===== src/rtl/pincfg_pkg.sv =====
package pincfg_pkg;

    localparam int WORD_W   = 32;
    localparam int PORT_PINS = 32;
    localparam int WIN_LSB  = 8;

    typedef enum logic [3:0] {
        SEL_NONE,
        SEL_DIR,
        SEL_OCFG_LO,
        SEL_OCFG_HI,
        SEL_INA_LO,
        SEL_INA_HI,
        SEL_INB_LO,
        SEL_INB_HI,
        SEL_GPIO,
        SEL_FUNC,
        SEL_PULL
    } reg_sel_e;

    typedef struct packed {
        logic [WORD_W-1:0] dir;
        logic [WORD_W-1:0] gpio;
        logic [WORD_W-1:0] func;
        logic [WORD_W-1:0] pull;
        logic [WORD_W-1:0] ocfg_lo;
        logic [WORD_W-1:0] ocfg_hi;
        logic [WORD_W-1:0] ina_lo;
        logic [WORD_W-1:0] ina_hi;
        logic [WORD_W-1:0] inb_lo;
        logic [WORD_W-1:0] inb_hi;
    } port_regs_t;

    // word index = byte offset / 4 inside a port window
    function automatic reg_sel_e word_to_sel(input logic [5:0] widx);
        reg_sel_e s;
        case (widx)
            6'd0:    s = SEL_DIR;
            6'd1:    s = SEL_OCFG_LO;
            6'd2:    s = SEL_OCFG_HI;
            6'd3:    s = SEL_INA_LO;
            6'd4:    s = SEL_INA_HI;
            6'd5:    s = SEL_INB_LO;
            6'd6:    s = SEL_INB_HI;
            6'd8:    s = SEL_GPIO;
            6'd14:   s = SEL_FUNC;
            6'd16:   s = SEL_PULL;
            default: s = SEL_NONE;
        endcase
        return s;
    endfunction

endpackage


===== src/rtl/pincfg_decode.sv =====
module pincfg_decode
    import pincfg_pkg::*;
#(
    parameter int NUM_PORTS = 4,
    parameter int ADDR_W    = 12,
    localparam int PIDX_W   = ADDR_W - WIN_LSB
) (
    input  logic              bus_en,
    input  logic              bus_we,
    input  logic [ADDR_W-1:0] bus_addr,
    output logic [NUM_PORTS-1:0] port_wr,
    output reg_sel_e          sel,
    output logic [PIDX_W-1:0] port_idx,
    output logic              rd_hit
);

    logic aligned;
    logic in_range;
    logic hit;

    always_comb begin
        port_idx = bus_addr[ADDR_W-1:WIN_LSB];
        aligned  = (bus_addr[1:0] == 2'b00);
        in_range = (int'(port_idx) < NUM_PORTS);
        sel      = word_to_sel(bus_addr[WIN_LSB-1:2]);
        hit      = aligned && in_range && (sel != SEL_NONE);
        rd_hit   = bus_en && !bus_we && hit;
        port_wr  = '0;
        for (int p = 0; p < NUM_PORTS; p++) begin
            if (bus_en && bus_we && hit && (port_idx == PIDX_W'(p)))
                port_wr[p] = 1'b1;
        end
    end

endmodule


===== src/rtl/pincfg_port.sv =====
module pincfg_port
    import pincfg_pkg::*;
(
    input  logic               clk,
    input  logic               rst,
    input  logic               wr_en,
    input  reg_sel_e           sel,
    input  logic [WORD_W-1:0]  wdata,
    output logic [WORD_W-1:0]  rd_word,
    output logic [PORT_PINS-1:0]   dir_o,
    output logic [PORT_PINS-1:0]   gpio_o,
    output logic [PORT_PINS-1:0]   func_o,
    output logic [PORT_PINS-1:0]   pull_o,
    output logic [2*PORT_PINS-1:0] ocfg_o,
    output logic [2*PORT_PINS-1:0] ina_o,
    output logic [2*PORT_PINS-1:0] inb_o
);

    port_regs_t regs_d, regs_q;

    always_comb begin
        regs_d = regs_q;
        if (rst) begin
            regs_d = '0;
        end else if (wr_en) begin
            case (sel)
                SEL_DIR:     regs_d.dir     = wdata;
                SEL_OCFG_LO: regs_d.ocfg_lo = wdata;
                SEL_OCFG_HI: regs_d.ocfg_hi = wdata;
                SEL_INA_LO:  regs_d.ina_lo  = wdata;
                SEL_INA_HI:  regs_d.ina_hi  = wdata;
                SEL_INB_LO:  regs_d.inb_lo  = wdata;
                SEL_INB_HI:  regs_d.inb_hi  = wdata;
                SEL_GPIO:    regs_d.gpio    = wdata;
                SEL_FUNC:    regs_d.func    = wdata;
                SEL_PULL:    regs_d.pull    = wdata;
                default:     ;
            endcase
        end
    end

    always_ff @(posedge clk) begin
        regs_q <= regs_d;
    end

    always_comb begin
        case (sel)
            SEL_DIR:     rd_word = regs_q.dir;
            SEL_OCFG_LO: rd_word = regs_q.ocfg_lo;
            SEL_OCFG_HI: rd_word = regs_q.ocfg_hi;
            SEL_INA_LO:  rd_word = regs_q.ina_lo;
            SEL_INA_HI:  rd_word = regs_q.ina_hi;
            SEL_INB_LO:  rd_word = regs_q.inb_lo;
            SEL_INB_HI:  rd_word = regs_q.inb_hi;
            SEL_GPIO:    rd_word = regs_q.gpio;
            SEL_FUNC:    rd_word = regs_q.func;
            SEL_PULL:    rd_word = regs_q.pull;
            default:     rd_word = '0;
        endcase
    end

    // low word carries pins 0-15, high word pins 16-31; two bits per pin
    assign dir_o  = regs_q.dir;
    assign gpio_o = regs_q.gpio;
    assign func_o = regs_q.func;
    assign pull_o = regs_q.pull;
    assign ocfg_o = {regs_q.ocfg_hi, regs_q.ocfg_lo};
    assign ina_o  = {regs_q.ina_hi,  regs_q.ina_lo};
    assign inb_o  = {regs_q.inb_hi,  regs_q.inb_lo};


    reset_clear_chk: assert property (@(posedge clk) disable iff (rst)
        $fell(rst) |-> (regs_q == '0));


    hold_when_idle_chk: assert property (@(posedge clk) disable iff (rst)
        !wr_en |=> $stable(regs_q));


    dir_write_chk: assert property (@(posedge clk) disable iff (rst)
        (wr_en && sel == SEL_DIR) |=> (dir_o == $past(wdata)));


    ocfg_high_half_chk: assert property (@(posedge clk) disable iff (rst)
        (wr_en && sel == SEL_OCFG_HI) |=> (ocfg_o[2*PORT_PINS-1:PORT_PINS] == $past(wdata)));

endmodule


===== src/rtl/pincfg_bank.sv =====
module pincfg_bank
    import pincfg_pkg::*;
#(
    parameter int NUM_PORTS = 4,
    parameter int ADDR_W    = 12,
    localparam int PIDX_W   = ADDR_W - WIN_LSB,
    localparam int NPINS    = NUM_PORTS * PORT_PINS
) (
    input  logic              clk,
    input  logic              rst,
    input  logic              bus_en,
    input  logic              bus_we,
    input  logic [ADDR_W-1:0] bus_addr,
    input  logic [WORD_W-1:0] bus_wdata,
    output logic [WORD_W-1:0] bus_rdata,
    output logic [NPINS-1:0]   pin_dir,
    output logic [NPINS-1:0]   pin_gpio,
    output logic [NPINS-1:0]   pin_func,
    output logic [NPINS-1:0]   pin_pull,
    output logic [2*NPINS-1:0] pin_ocfg,
    output logic [2*NPINS-1:0] pin_icfga,
    output logic [2*NPINS-1:0] pin_icfgb
);

    typedef struct packed {
        logic [WORD_W-1:0] rdata;
    } rd_state_t;

    logic [NUM_PORTS-1:0] port_wr;
    reg_sel_e             sel;
    logic [PIDX_W-1:0]    port_idx;
    logic                 rd_hit;
    logic [WORD_W-1:0]    port_word [NUM_PORTS];
    logic [WORD_W-1:0]    sel_word;
    rd_state_t            rd_d, rd_q;

    pincfg_decode #(
        .NUM_PORTS (NUM_PORTS),
        .ADDR_W    (ADDR_W)
    ) u_decode (
        .bus_en   (bus_en),
        .bus_we   (bus_we),
        .bus_addr (bus_addr),
        .port_wr  (port_wr),
        .sel      (sel),
        .port_idx (port_idx),
        .rd_hit   (rd_hit)
    );

    for (genvar p = 0; p < NUM_PORTS; p++) begin : g_port
        pincfg_port u_port (
            .clk     (clk),
            .rst     (rst),
            .wr_en   (port_wr[p]),
            .sel     (sel),
            .wdata   (bus_wdata),
            .rd_word (port_word[p]),
            .dir_o   (pin_dir  [p*PORT_PINS +: PORT_PINS]),
            .gpio_o  (pin_gpio [p*PORT_PINS +: PORT_PINS]),
            .func_o  (pin_func [p*PORT_PINS +: PORT_PINS]),
            .pull_o  (pin_pull [p*PORT_PINS +: PORT_PINS]),
            .ocfg_o  (pin_ocfg [2*p*PORT_PINS +: 2*PORT_PINS]),
            .ina_o   (pin_icfga[2*p*PORT_PINS +: 2*PORT_PINS]),
            .inb_o   (pin_icfgb[2*p*PORT_PINS +: 2*PORT_PINS])
        );
    end

    always_comb begin
        sel_word = '0;
        for (int p = 0; p < NUM_PORTS; p++) begin
            if (port_idx == PIDX_W'(p))
                sel_word = port_word[p];
        end
    end

    always_comb begin
        rd_d.rdata = '0;
        if (!rst && rd_hit)
            rd_d.rdata = sel_word;
    end

    always_ff @(posedge clk) begin
        rd_q <= rd_d;
    end

    assign bus_rdata = rd_q.rdata;


    idle_rdata_zero_chk: assert property (@(posedge clk) disable iff (rst)
        (!$past(rst) && !$past(bus_en && !bus_we)) |-> (bus_rdata == '0));


    single_port_write_chk: assert property (@(posedge clk) disable iff (rst)
        $onehot0(port_wr));


    far_port_no_write_chk: assert property (@(posedge clk) disable iff (rst)
        (int'(bus_addr[ADDR_W-1:WIN_LSB]) >= NUM_PORTS) |-> (port_wr == '0));


    misaligned_no_write_chk: assert property (@(posedge clk) disable iff (rst)
        (bus_addr[1:0] != 2'b00) |-> (port_wr == '0));

endmodule


===== config.mk =====
export PLATFORM = sky130hd
export DESIGN_NAME = pincfg_bank
export DESIGN_NICKNAME = d
export VERILOG_FILES = /design/src/rtl/pincfg_pkg.sv /design/src/rtl/pincfg_decode.sv /design/src/rtl/pincfg_port.sv /design/src/rtl/pincfg_bank.sv
export SDC_FILE = /design/constraint.sdc
export NUM_CORES = 2
export LEC_CHECK = 0
export ABC_AREA = 1
export BUFFER_PORTS_ARGS = -buffer_cell sky130_fd_sc_hd__buf_2
export CORE_AREA = 2 2 525 527
export DETAILED_ROUTE_END_ITERATION = 7
export DIE_AREA = 0 0 527 529
export PLACE_DENSITY = 0.42
export SLEW_MARGIN = 20
export SYNTH_ARGS = -nofsm -noshare
export SYNTH_HDL_FRONTEND = slang
export SYNTH_SLANG_ARGS = --single-unit

===== constraint.sdc =====
create_clock -name clk -period 4.5 [get_ports clk]
set_input_delay 0.9 -clock clk [delete_from_list [all_inputs] [get_ports clk]]
set_output_delay 0.9 -clock clk [all_outputs]
set_load 0.005 [all_outputs]

==> flow_metrics.env <==
export IMPL_drive_above_1_share_pct=20.2
export IMPL_hold_class="reg2reg"
export IMPL_path_class="in2reg"
export IMPL_slew_headroom_pct=17.5
export IMPL_fin_crit_sh_pct=90.3
export IMPL_tritoncts="done"
export IMPL_placed_cell_area_um2=68800
export IMPL_use_met1_pct=38.3
export IMPL_syn_area_um2=57700
export IMPL_p_leak_nw=33.1
export IMPL_crit_chain="buf_2 > inv_1 > ha_1 > a21oi_1 > a21oi_4 > nand2_1 > nor2_4 > buf_12 > buf_4 > nand2_1 > nand2_1 > nor2_1 > nand3_1 > nand2_1 > nand3_1 > nor2_1 > nor2_1"
export IMPL_gp_congestion=0.934
export IMPL_use_met3_pct=9.92
export IMPL_post_cts_buffers=0
export IMPL_area_delta_synth_final_pct=28.9
export IMPL_finalHoldViolations=0
export IMPL_cts_buffers=174
export IMPL_die_y_um=529
export IMPL_p_clk_share_pct=51.8
export IMPL_cts_resized_gates=0
export IMPL_max_stage_delay_ns=0.39
export IMPL_rr_startpoint="g_port[1].u_port.inb_o[31]$_SDFFE_PP0P_"
export IMPL_peakVddDrop_v=0.000256
export IMPL_routed_wl_um=458000
export IMPL_ant_nets=0
export IMPL_track_usage_pct=31.2
export IMPL_num_rows=192
export IMPL_grtUsageMet2_pct=48.7
export IMPL_worst_pin_slew_ns=1.24
export IMPL_cts_root_buf="clkbuf_16"
export IMPL_arrival_ns=4.79
export IMPL_io_buffers=1359
export IMPL_fmax_mhz=246
export IMPL_p_int_w=0.0202
export IMPL_crit_fanout=37
export IMPL_r2r_end="bus_rdata[31]$_SDFF_PN0_"
export IMPL_cp_slowest_cell="nor2_1"
export IMPL_cts_sinks=1312
export IMPL_die_x_um=527
export IMPL_sw_frac_of_total_pct=26.6
export IMPL_dieArea_um2=279000
export IMPL_synth_ff_type="dfxtp_1"
export IMPL_cts_buffer_depth=4
export IMPL_required_ns=5.23
export IMPL_finalNetCount=9716
export IMPL_num_vias=67317
export IMPL_p_comb_share_pct=5.9
export IMPL_seqPwrFrac_pct=42.2
export IMPL_hpwl_um=337000
export IMPL_syn_area_per_cell_um2=6.69
export IMPL_grt_pass1_vias=61448
export IMPL_mostFrequentLayoutCell="nor2_1"
export IMPL_antenna_found_initial=51
export IMPL_synthesis_nets=8676
export IMPL_synth_cell_types=34
export IMPL_crit_start="bus_addr[2]"
export IMPL_regToRegSetupSlack_ns=2.17
export IMPL_syn_instance_count=8624
export IMPL_synth_edff_count=0
export IMPL_gr_total_overflow=0
export IMPL_synthArstFlopShare_pct=0
export IMPL_coreArea_um2=273000
export IMPL_final_core_util_pct=27.3
export IMPL_power_density_nw_per_um2=370
export IMPL_multiInputGateArea_um2=27300
export IMPL_synth_top_area_share_pct=45.5
export IMPL_synth_area_leaders="dfxtp_1 (46%), nor2_1 (18%), o21ai_0 (11%)"
export IMPL_maxSlewViolCount=0
export IMPL_grt_max_degree=117
export IMPL_post_route_drc_count=0
export IMPL_maxCapViolCount=0
export IMPL_cp_common_cell="nand2_1"
export IMPL_drtPass1Iterations=6
export IMPL_cts_hold_buf=0
export IMPL_clk_latency_ns=0.85
export IMPL_startpoint_type="input port"
export IMPL_crit_family="simple AND/OR/NAND/NOR gates"
export IMPL_htree_levels=4
export IMPL_wl_per_cell_um=34.2
export IMPL_rsz0062_at_grt="false"
export IMPL_path_clk_slew_ns=0.06
export IMPL_grt_busiest_layer="met2"
export IMPL_skew_ns=0.0409
export IMPL_initial_core_util_pct=21.1
export IMPL_grt_pass1_wl_um=593000
export IMPL_critPathBufInv=4
export IMPL_layout_common_cells="nor2_1 (2762), buf_2 (1327), o21ai_0 (1312), dfxtp_1 (1312), nand2_1 (1165)"
export IMPL_seq_area_um2=26300
export IMPL_yosysWarnings=0
export IMPL_status="finished clean"
export IMPL_drt_iter0_drc=8694
export IMPL_crit_path_end_kind="register"
export IMPL_fin_crit_ns=4.06
export IMPL_ys_seq_area_share_pct=45.5
export IMPL_design_area_um2=74400
export IMPL_num_fill_cells=30538
export IMPL_rr_worst_depth=8
export IMPL_vias_per_cell=5.03
export IMPL_worstSetupEndpoint="bus_rdata[6]$_SDFF_PN0_"
export IMPL_synth_seq_cells=1312
export IMPL_num_io_pins=1360
export IMPL_worst_path_stages=17
export IMPL_synth_top_area_cell="dfxtp_1"
export IMPL_setup_violations_final=0
export IMPL_p_sw_w=0.00730
-- power groups by stage --
| stage | Clock, W | Combinational [W] | Sequential (W) |
|---|---|---|---|
| floorplan | 0 | 0.000734 | 0.0119 |
| global placement | 0 | 0.00160 | 0.0119 |
| detailed placement | 0 | 0.00160 | 0.0119 |
| CTS | 0.0144 | 0.00161 | 0.0116 |
| global route | 0.0148 | 0.00168 | 0.0116 |
| finish | 0.0143 | 0.00163 | 0.0116 |
-- metrics by stage --
stage	total power (W)	std cells	setup TNS (ns)	hold WS, ns	setup WS (ns)
finish	0.0275	13386	0	0.468	0.438
global route	0.0281	13372	0	0.494	0.451
CTS	0.0276	13369	0	0.466	0.656
detailed placement	0.0135	13077	-0.841	0.457	-0.254
global placement	0.0135	13077	-1.20	0.452	-0.286
floorplan	0.0126	8624	0	0.455	1.64
-- synth_stat cells, types with 3 or more instances --
master,number
nor2_1,2768
dfxtp_1,1312
o21ai_0,1312
nand2_1,1173
nand3_1,662
clkbuf_1,525
nand4_1,228
inv_1,191
buf_2,142
a21oi_1,87
buf_4,74
inv_2,39
a211oi_1,24
buf_1,23
nand2_2,22
nand3b_1,8
buf_6,4
ha_1,4
nor2_2,4
clkinv_1,3
-- per-layer routing --
metal | up-vias | routed length, um | share of wire, %
met5 | - | 41 | 0.0090
met1 | 32842 | 181000 | 40
li1 | 29916 | - | -
met2 | 3889 | 201000 | 44
met4 | 6 | 26500 | 5.8
met3 | 664 | 49400 | 11
-- cells by family (layout without fill, tap and decap cells) --
family,count (synthesis),after routing,synth area share (%)
other cells,0,17,0
simple gates,4872,4872,34.4
flops,1312,1312,45.5
compound gates,1434,1434,12.6
fa+ha+maj,4,4,0.0867
buf+inv,1002,2158,7.36
-- how the worst min path moves through the flow --
| stage | start | end | slack [ns] | cells after the start |
|---|---|---|---|---|
| after CTS | g_port[1].u_port.dir_o[18]$_SDFFE_PP0P_ | g_port[1].u_port.dir_o[18]$_SDFFE_PP0P_ | 0.47 | 2 |
| after floorplan | g_port[0].u_port.dir_o[21]$_SDFFE_PP0P_ | g_port[0].u_port.dir_o[21]$_SDFFE_PP0P_ | 0.46 | 2 |
| after detailed placement | g_port[1].u_port.dir_o[18]$_SDFFE_PP0P_ | g_port[1].u_port.dir_o[18]$_SDFFE_PP0P_ | 0.46 | 2 |
| after global routing | g_port[3].u_port.gpio_o[18]$_SDFFE_PP0P_ | g_port[3].u_port.gpio_o[18]$_SDFFE_PP0P_ | 0.49 | 2 |
| after global placement | g_port[1].u_port.dir_o[11]$_SDFFE_PP0P_ | g_port[1].u_port.dir_o[11]$_SDFFE_PP0P_ | 0.45 | 2 |
| final | g_port[1].u_port.dir_o[18]$_SDFFE_PP0P_ | g_port[1].u_port.dir_o[18]$_SDFFE_PP0P_ | 0.47 | 2 |
-- layout make-up --
| cell class | count | area share, % |
|---|---|---|
| Sequential cell | 1312 | 35.3 |
| Timing Repair Buffer | 1632 | 13.2 |
| Multi-Input combinational cell | 6310 | 36.7 |
| Antenna cell | 17 | 0.0572 |
| Tap cell | 3589 | 6.04 |
| Inverter | 234 | 1.20 |
| Clock buffer | 257 | 6.84 |
| Clock inverter | 35 | 0.643 |
-- tightest hold or removal path: stages (launching register included) --
cell     delay (ns)
dfxtp_1        0.31
inv_1          0.06
a21oi_1        0.05
-- registers in the layout, summed over array words and instances, names as in the netlist --
signal / count
g_port.u_port.ina_o: 256
g_port.u_port.ocfg_o: 256
g_port.u_port.pull_o: 128
bus_rdata: 32
g_port.u_port.dir_o: 128
g_port.u_port.func_o: 128
g_port.u_port.gpio_o: 128
g_port.u_port.inb_o: 256
(Power assumes the default switching activity.)
